<file path="src/rtl/life_pkg.sv">
`timescale 1ns/1ps
// life_pkg: shared helpers for the Life grid engine.
// Assumes: a neighbour count never exceeds 8, so 4 bits are enough.
package life_pkg;

    localparam int NBR_W = 4;

    // Rule for one cell: survival on 2 or 3 neighbours, birth on exactly 3.
    function automatic logic cell_rule(logic alive, logic [NBR_W-1:0] nbrs);
        return (nbrs == NBR_W'(3)) || (alive && (nbrs == NBR_W'(2)));
    endfunction

endpackage

</file>
<file path="src/rtl/life_rule.sv">
`timescale 1ns/1ps
// life_rule: works out the next state of one cell from the current bank.
// Assumes: cells are stored row-major (index = row*COLS + col) and
// positions outside the grid count as dead.
module life_rule #(
    parameter int ROWS = 16,
    parameter int COLS = 16,
    localparam int CELLS = ROWS * COLS,
    localparam int IDX_W = $clog2(CELLS)
) (
    input  logic [CELLS-1:0] cur_vec_i,
    input  logic [IDX_W-1:0] idx_i,
    output logic             next_o
);
    import life_pkg::*;

    logic [NBR_W-1:0] nbr_cnt;
    int               row;
    int               col;

    // Count the live neighbours inside the grid, then apply the rule.
    always_comb begin
        row     = int'(idx_i) / COLS;
        col     = int'(idx_i) % COLS;
        nbr_cnt = '0;
        for (int dr = -1; dr <= 1; dr++) begin
            for (int dc = -1; dc <= 1; dc++) begin
                if (!(dr == 0 && dc == 0) &&
                    (row + dr >= 0) && (row + dr < ROWS) &&
                    (col + dc >= 0) && (col + dc < COLS)) begin
                    nbr_cnt = nbr_cnt +
                        NBR_W'(cur_vec_i[IDX_W'((row + dr) * COLS + (col + dc))]);
                end
            end
        end
        next_o = cell_rule(cur_vec_i[idx_i], nbr_cnt);
    end

endmodule

</file>
<file path="src/rtl/life_engine.sv">
`timescale 1ns/1ps
// life_engine: two working banks used in turn, scanned one cell per clock.
// It reads the current bank and writes the next one, then swaps the bank
// roles after the last cell and bumps the generation counter.
// Assumes: ROWS, COLS >= 3 (so the seed glider fits). freeze_i stops all
// state changes, and the scan resumes at the same cell when freeze_i drops.
module life_engine #(
    parameter int ROWS  = 16,
    parameter int COLS  = 16,
    parameter int GEN_W = 16,
    localparam int CELLS = ROWS * COLS,
    localparam int IDX_W = $clog2(CELLS)
) (
    input  logic             clk,
    input  logic             rst_n,
    input  logic             freeze_i,
    input  logic [IDX_W-1:0] rd_idx_i,
    output logic             rd_cell_o,
    output logic [GEN_W-1:0] gen_o
);
    localparam logic [IDX_W-1:0] LAST_IDX = IDX_W'(CELLS - 1);

    function automatic logic [CELLS-1:0] seed_pattern();
        logic [CELLS-1:0] s;
        s = '0;
        s[1]          = 1'b1;
        s[COLS + 2]   = 1'b1;
        s[2*COLS]     = 1'b1;
        s[2*COLS + 1] = 1'b1;
        s[2*COLS + 2] = 1'b1;
        return s;
    endfunction

    localparam logic [CELLS-1:0] SEED = seed_pattern();

    logic [CELLS-1:0] bank_a;
    logic [CELLS-1:0] bank_b;
    logic             cur_is_b;
    logic [IDX_W-1:0] scan_idx;
    logic [CELLS-1:0] cur_vec;
    logic             next_cell;

    assign cur_vec   = cur_is_b ? bank_b : bank_a;
    assign rd_cell_o = cur_vec[rd_idx_i];

    life_rule #(.ROWS(ROWS), .COLS(COLS)) u_rule (
        .cur_vec_i (cur_vec),
        .idx_i     (scan_idx),
        .next_o    (next_cell)
    );

    // Write the evaluated cell into whichever bank is not current.
    always_ff @(posedge clk) begin
        if (!rst_n) begin
            bank_a <= SEED;
            bank_b <= '0;
        end else if (!freeze_i) begin
            if (cur_is_b) bank_a[scan_idx] <= next_cell;
            else          bank_b[scan_idx] <= next_cell;
        end
    end

    // Advance the scan index; swap banks and count a generation at the end.
    always_ff @(posedge clk) begin
        if (!rst_n) begin
            scan_idx <= '0;
            cur_is_b <= 1'b0;
            gen_o    <= '0;
        end else if (!freeze_i) begin
            if (scan_idx == LAST_IDX) begin
                scan_idx <= '0;
                cur_is_b <= ~cur_is_b;
                gen_o    <= gen_o + 1'b1;
            end else begin
                scan_idx <= scan_idx + 1'b1;
            end
        end
    end

    p_freeze_hold_r5: assert property (@(posedge clk) disable iff (!rst_n)
        freeze_i |=> ($stable(gen_o) && $stable(scan_idx) &&
                      $stable(bank_a) && $stable(bank_b)));

    p_gen_step_r4: assert property (@(posedge clk) disable iff (!rst_n)
        (!freeze_i && scan_idx == LAST_IDX) |=>
            (gen_o == GEN_W'($past(gen_o) + 1'b1)) && (scan_idx == '0));

    p_gen_quiet_r4: assert property (@(posedge clk) disable iff (!rst_n)
        (!freeze_i && scan_idx != LAST_IDX) |=> $stable(gen_o));

    p_cur_bank_read_only_r4: assert property (@(posedge clk) disable iff (!rst_n)
        (!cur_is_b) |=> $stable(bank_a));

endmodule

</file>
<file path="src/rtl/life_snapshot.sv">
`timescale 1ns/1ps
// life_snapshot: display copy of the grid. The rising edge of blank starts
// a copy that takes one cell per clock from the engine's current bank.
// Outside a copy the array is read-only. Reads are combinational.
// Assumes: the engine is halted while busy_o is high, so the source is stable.
module life_snapshot #(
    parameter int CELLS = 256,
    localparam int IDX_W = $clog2(CELLS)
) (
    input  logic             clk,
    input  logic             rst_n,
    input  logic             vblank_i,
    input  logic             src_cell_i,
    output logic [IDX_W-1:0] src_idx_o,
    output logic             busy_o,
    input  logic [IDX_W-1:0] rd_addr_i,
    output logic             rd_cell_o
);
    localparam logic [IDX_W-1:0] LAST_IDX = IDX_W'(CELLS - 1);

    logic [CELLS-1:0] video;
    logic             vblank_q;
    logic [IDX_W-1:0] ptr;
    logic             start;

    assign start     = vblank_i && !vblank_q && !busy_o;
    assign src_idx_o = ptr;
    assign rd_cell_o = video[rd_addr_i];

    // Remember last cycle's blank level for edge detection.
    always_ff @(posedge clk) begin
        if (!rst_n) vblank_q <= 1'b0;
        else        vblank_q <= vblank_i;
    end

    // Copy sequencer: arm on the blank edge, walk every cell once.
    always_ff @(posedge clk) begin
        if (!rst_n) begin
            busy_o <= 1'b0;
            ptr    <= '0;
        end else if (start) begin
            busy_o <= 1'b1;
            ptr    <= '0;
        end else if (busy_o) begin
            if (ptr == LAST_IDX) begin
                busy_o <= 1'b0;
                ptr    <= '0;
            end else begin
                ptr <= ptr + 1'b1;
            end
        end
    end

    // Display array: written only by the copy sequencer.
    always_ff @(posedge clk) begin
        if (!rst_n)      video <= '0;
        else if (busy_o) video[ptr] <= src_cell_i;
    end

    p_copy_arm_r6: assert property (@(posedge clk) disable iff (!rst_n)
        start |=> (busy_o && ptr == '0));

    p_copy_cell_r6: assert property (@(posedge clk) disable iff (!rst_n)
        busy_o |=> (video[$past(ptr)] == $past(src_cell_i)));

    p_copy_end_r6: assert property (@(posedge clk) disable iff (!rst_n)
        (busy_o && ptr == LAST_IDX) |=> !busy_o);

    p_video_hold_r8: assert property (@(posedge clk) disable iff (!rst_n)
        !busy_o |=> $stable(video));

endmodule

</file>
<file path="src/rtl/life_blank_top.sv">
`timescale 1ns/1ps
// life_blank_top: Life engine plus blank-time snapshot, all on one clock.
// The engine is halted whenever blank is high or a copy is running.
// Assumes: vid_addr_i is below ROWS*COLS.
module life_blank_top #(
    parameter int ROWS  = 16,
    parameter int COLS  = 16,
    parameter int GEN_W = 16,
    localparam int CELLS = ROWS * COLS,
    localparam int IDX_W = $clog2(CELLS)
) (
    input  logic             clk,
    input  logic             rst_n,
    input  logic             vblank_i,
    input  logic [IDX_W-1:0] vid_addr_i,
    output logic             vid_cell_o,
    output logic [GEN_W-1:0] gen_count_o
);
    logic             copy_busy;
    logic             freeze;
    logic [IDX_W-1:0] copy_idx;
    logic             copy_cell;

    assign freeze = vblank_i | copy_busy;

    life_engine #(.ROWS(ROWS), .COLS(COLS), .GEN_W(GEN_W)) u_engine (
        .clk       (clk),
        .rst_n     (rst_n),
        .freeze_i  (freeze),
        .rd_idx_i  (copy_idx),
        .rd_cell_o (copy_cell),
        .gen_o     (gen_count_o)
    );

    life_snapshot #(.CELLS(CELLS)) u_snap (
        .clk        (clk),
        .rst_n      (rst_n),
        .vblank_i   (vblank_i),
        .src_cell_i (copy_cell),
        .src_idx_o  (copy_idx),
        .busy_o     (copy_busy),
        .rd_addr_i  (vid_addr_i),
        .rd_cell_o  (vid_cell_o)
    );

    p_copy_sees_frozen_gen_r5: assert property (@(posedge clk) disable iff (!rst_n)
        copy_busy |=> $stable(gen_count_o));

endmodule

</file>
<file path="config.mk">
export PLATFORM = sky130hd
export DESIGN_NAME = life_blank_top
export DESIGN_NICKNAME = d
export VERILOG_FILES = /design/src/rtl/life_pkg.sv /design/src/rtl/life_rule.sv /design/src/rtl/life_engine.sv /design/src/rtl/life_snapshot.sv /design/src/rtl/life_blank_top.sv
export SDC_FILE = /design/constraint.sdc
export NUM_CORES = 2
export LEC_CHECK = 0
export CAP_MARGIN = 25
export CORE_UTILIZATION = 55
export CTS_BUF_LIST = sky130_fd_sc_hd__clkbuf_4 sky130_fd_sc_hd__clkbuf_8 sky130_fd_sc_hd__clkbuf_16
export CTS_CLUSTER_DIAMETER = 80
export DETAILED_ROUTE_END_ITERATION = 10
export DONT_BUFFER_PORTS = 1
export PLACE_DENSITY_LB_ADDON = 0.08
export SLEW_MARGIN = 20
export SYNTH_ARGS = -nofsm -noshare
export SYNTH_HDL_FRONTEND = slang
export SYNTH_SLANG_ARGS = --single-unit
</file>
<file path="constraint.sdc">
create_clock -name clk -period 14.09 [get_ports clk]
set_input_delay 0.7045 -clock clk [delete_from_list [all_inputs] [get_ports clk]]
set_output_delay 0.7045 -clock clk [all_outputs]
set_load 0.1 [all_outputs]
</file>
==> out/results.tsv <==
stage	metric	value	unit
run_status	status	finished, final reports clean	
cells_and_area	fraction of layout cells with a size suffix above 1	0.1676	
routing	Residual DRC	0	
die	Die ar.	94810	um2
cells_and_area	Design Area, Final	54690	um2
pwr	Lkg Pwr	15.96	nW
setup_path	Setup CP Type	reg -> reg	
clock_network	Clock Tree Root	clkbuf_16	
placement	GPL Wtd Cong	0.9784	
setup_path	FF-to-FF setup slack	3360	ps
routing	via count	46390	
setup_path	crit path capture type	flip-flop	
die	die height	307.9	um
global_routing	Congestion Overflow GR	0	
die	I/O pin count	28	
clock_network	CTS clk-pin slew, worst paths	60	ps
setup_path	Worst Path Max Fanout	72	
synthesis	register area share after synthesis	0.3123	
global_routing	Total GRT Usage	0.3747	
placement	I/O Buffers	0	
timing	maximum clock rate	93.20	MHz
job	max-cap viol count	0	
routing	drt via density	7.094	
global_routing	largest net degree at the start of global routing	1136	
timing	slew margin rel.	0.006196	
timing	final setup TNS	0	ps
die	Initial Utilization	0.5582	
setup_path	Critical Path Source Type	flip-flop	
clock_network	CTS tree	yes	
synthesis	register bit total from synthesis	803	
synthesis	ys async rst share	0	
routing	Iteration-0 DRC Markers	6176	
setup_path	Worst Path Required	14620	ps
routing	First-pass DRT Iterations	6	
placement	DP HPWL	108.3	mm
placement	Post-DP Area	51150	um2
global_routing	first-pass GRT wire length	271.3	mm
global_routing	number of global-route vias before repair	42030	
cells_and_area	Final Util	0.5930	
setup_path	CP most frequent cell	ha_1	
synthesis	number of flops mapped to enable cells by yosys	0	
synthesis	Mapped Avg Cell Area	9.049	um2
setup_path	Worst EP arrival	11260	ps
clock_network	hold_buf cts	0	
clock_network	clock buffer depth	3	
timing	actual slew at the worst max-slew pin	1491	ps
clock_network	Setup Buffers After CTS	0	
clock_network	Num Clock Sinks	803	
clock_network	Clock Latency Late Sink	700	ps
clock_network	post-CTS sizing	0	
timing	final worst path period share	0.7615	
pwr	power per cell area	99.81	nW/um2
synthesis	ys flop type	dfxtp_1	
timing	Final Critical Period	10730	ps
cells_and_area	Final Non-Filler Cells	6539	
timing	final setup violation count	0	
timing	Final Skew	24.69	ps
synthesis	Post-Syn Area	51470	um2
synthesis	Syn Inst Count	5688	
setup_path	CP max stage delay	790	ps
timing	final slew viol count	0	
setup_path	slowest CP cell	buf_4	
cells_and_area	nets@finish	5265	
placement	placed cells	6350	
die	core area	92220	um2
synthesis	Synth Net Count	5738	
cells_and_area	# fillers	8015	
routing	Post-Route WL	181.7	mm
clock_network	htree depth	3	
timing	Setup WS post-layout	3360	ps
pwr	worst vdd ir	0.1102	mV
clock_network	total clock buffers created by CTS	92	
timing	final hold viol count	0	
global_routing	initial antenna violation count	5	
die	floorplan row count	111	
worst_hold_path	hold crit path type	in -> reg	
routing	drt wl/cell	27.79	um
placement	pre-CTS WS	3434	ps
synthesis	Ys Warns	0	
routing	final antenna-violating net count	0	
synthesis	Synth cell types	55	
timing	RSZ-0062 raised after global routing	false	
die	Die W	307.9	um
cells_and_area	Syn-to-layout area delta	6.250	%
==> per-layer routing <==
| layer | routed length (um) | vias up | GRT usage |
|---|---|---|---|
| met3 | 16260 | 522 | 0.07565 |
| met2 | 83140 | 2363 | 0.5750 |
| met4 | 11580 | 8 | 0.2193 |
| li1 | - | 20750 | - |
| met1 | 70710 | 22740 | 0.4912 |
| met5 | 49 | - | 0 |
==> area by class of cell <==
| cell class | count | area (um2) | area share |
|---|---|---|---|
| diodes | 3 | 7.507 | 0.0001373 |
| clock buffers | 130 | 2743 | 0.05015 |
| clock inverters | 42 | 533.0 | 0.009746 |
| inverters | 15 | 61.31 | 0.001121 |
| multi-input cells | 4174 | 32410 | 0.5926 |
| flip-flops and latches | 803 | 16100 | 0.2943 |
| well taps | 1243 | 1555 | 0.02844 |
| repair buffers | 129 | 1282 | 0.02345 |
==> critical path, delay by kind of cell, from the launching register on <==
family	cells	cell delay [ps]
xor+xnor	1	400
mux	10	3170
flops	1	580
simple gates	7	1840
buf+inv	3	1770
compound gates	2	410
fa+ha+maj	8	2330
==> placed cells by master (no fill, tap or decap), types with 93 or more instances in the layout <==
cell type	Yosys	layout
nor2_1	837	835
nand4_1	513	513
buf_4	9	99
nand2_1	649	647
o211ai_1	116	116
mux4_2	522	522
o31ai_1	113	112
mux2i_1	228	228
o22ai_1	511	510
dfxtp_1	803	796
clkbuf_16	0	93
nor3_1	201	200
==> cell usage after synthesis, drive strengths merged, types with 3 or more instances <==
| cell type | number | area (um2) |
|---|---|---|
| nor4 | 12 | 75.07 |
| and3 | 9 | 56.30 |
| mux2 | 29 | 326.6 |
| or3 | 7 | 43.79 |
| mux2i | 228 | 2282 |
| or2 | 4 | 25.02 |
| o22ai | 511 | 3197 |
| mux4 | 522 | 11760 |
| o31ai | 113 | 848.3 |
| nand2b | 7 | 43.79 |
| nand3 | 59 | 295.3 |
| nor2 | 837 | 3142 |
| nand4 | 513 | 3209 |
| buf | 242 | 1380 |
| and4 | 3 | 26.28 |
| nor2b | 11 | 68.82 |
| clkbuf | 454 | 1704 |
| nor3 | 201 | 1006 |
| inv | 14 | 52.55 |
| dfxtp | 803 | 16080 |
| ha | 39 | 488.0 |
| xnor2 | 18 | 157.7 |
| and2 | 11 | 68.82 |
| a22oi | 79 | 593.1 |
| nand2 | 649 | 2436 |
| o21ai | 52 | 260.2 |
| xor2 | 33 | 289.0 |
| a31oi | 3 | 18.77 |
| o211ai | 116 | 870.8 |
| a21oi | 76 | 380.4 |
| o311ai | 6 | 52.55 |
==> worst paths after layout <==
path                         end            startpoint  cells past startpoint
max reg2reg  u_engine.bank_b[29]  u_engine.scan_idx[0]                     31
min reg2reg     u_snap.video[72]      u_snap.video[72]                      2
min              u_snap.vblank_q              vblank_i                      1
max          u_engine.bank_b[29]  u_engine.scan_idx[0]                     31
==> flip-flops by register name, indices dropped and copies added (netlist names) <==
register,count
u_snap.vblank_q,1
u_snap.video,256
u_engine.gen_o,16
u_engine.scan_idx,8
u_engine.cur_is_b,1
u_engine.bank_a,256
u_snap.src_idx_o,8
u_snap.busy_o,1
u_engine.bank_b,256
==> power breakdown <==
group	switching [mW]	internal, mW	total, mW
Combinational	0.422	0.167	0.588
Sequential	0.0112	2.27	2.28
Clock	1.07	1.52	2.59
Total	1.50	3.96	5.46
==> stage by stage <==
step	hold slack (ps)	power, mW
after floorplan	446.2	2.821
after global placement	453.7	2.862
after detailed placement	464.2	2.862
after CTS	113.4	5.418
after global routing	125.1	5.583
final	141.2	5.458
==> kinds of logic after synthesis <==
kind of cell | Yosys count | share of synthesized area
muxes | 779 | 0.2791
AOI/OAI and AO/OA | 978 | 0.1246
and+or+nand+nor | 2326 | 0.2044
xor gates and xnor gates | 52 | 0.009116
adders and majority gates | 39 | 0.009480
DFF | 803 | 0.3123
buffers and inverters | 711 | 0.06101
No activity file was read; power rests on OpenSTA's default activity.
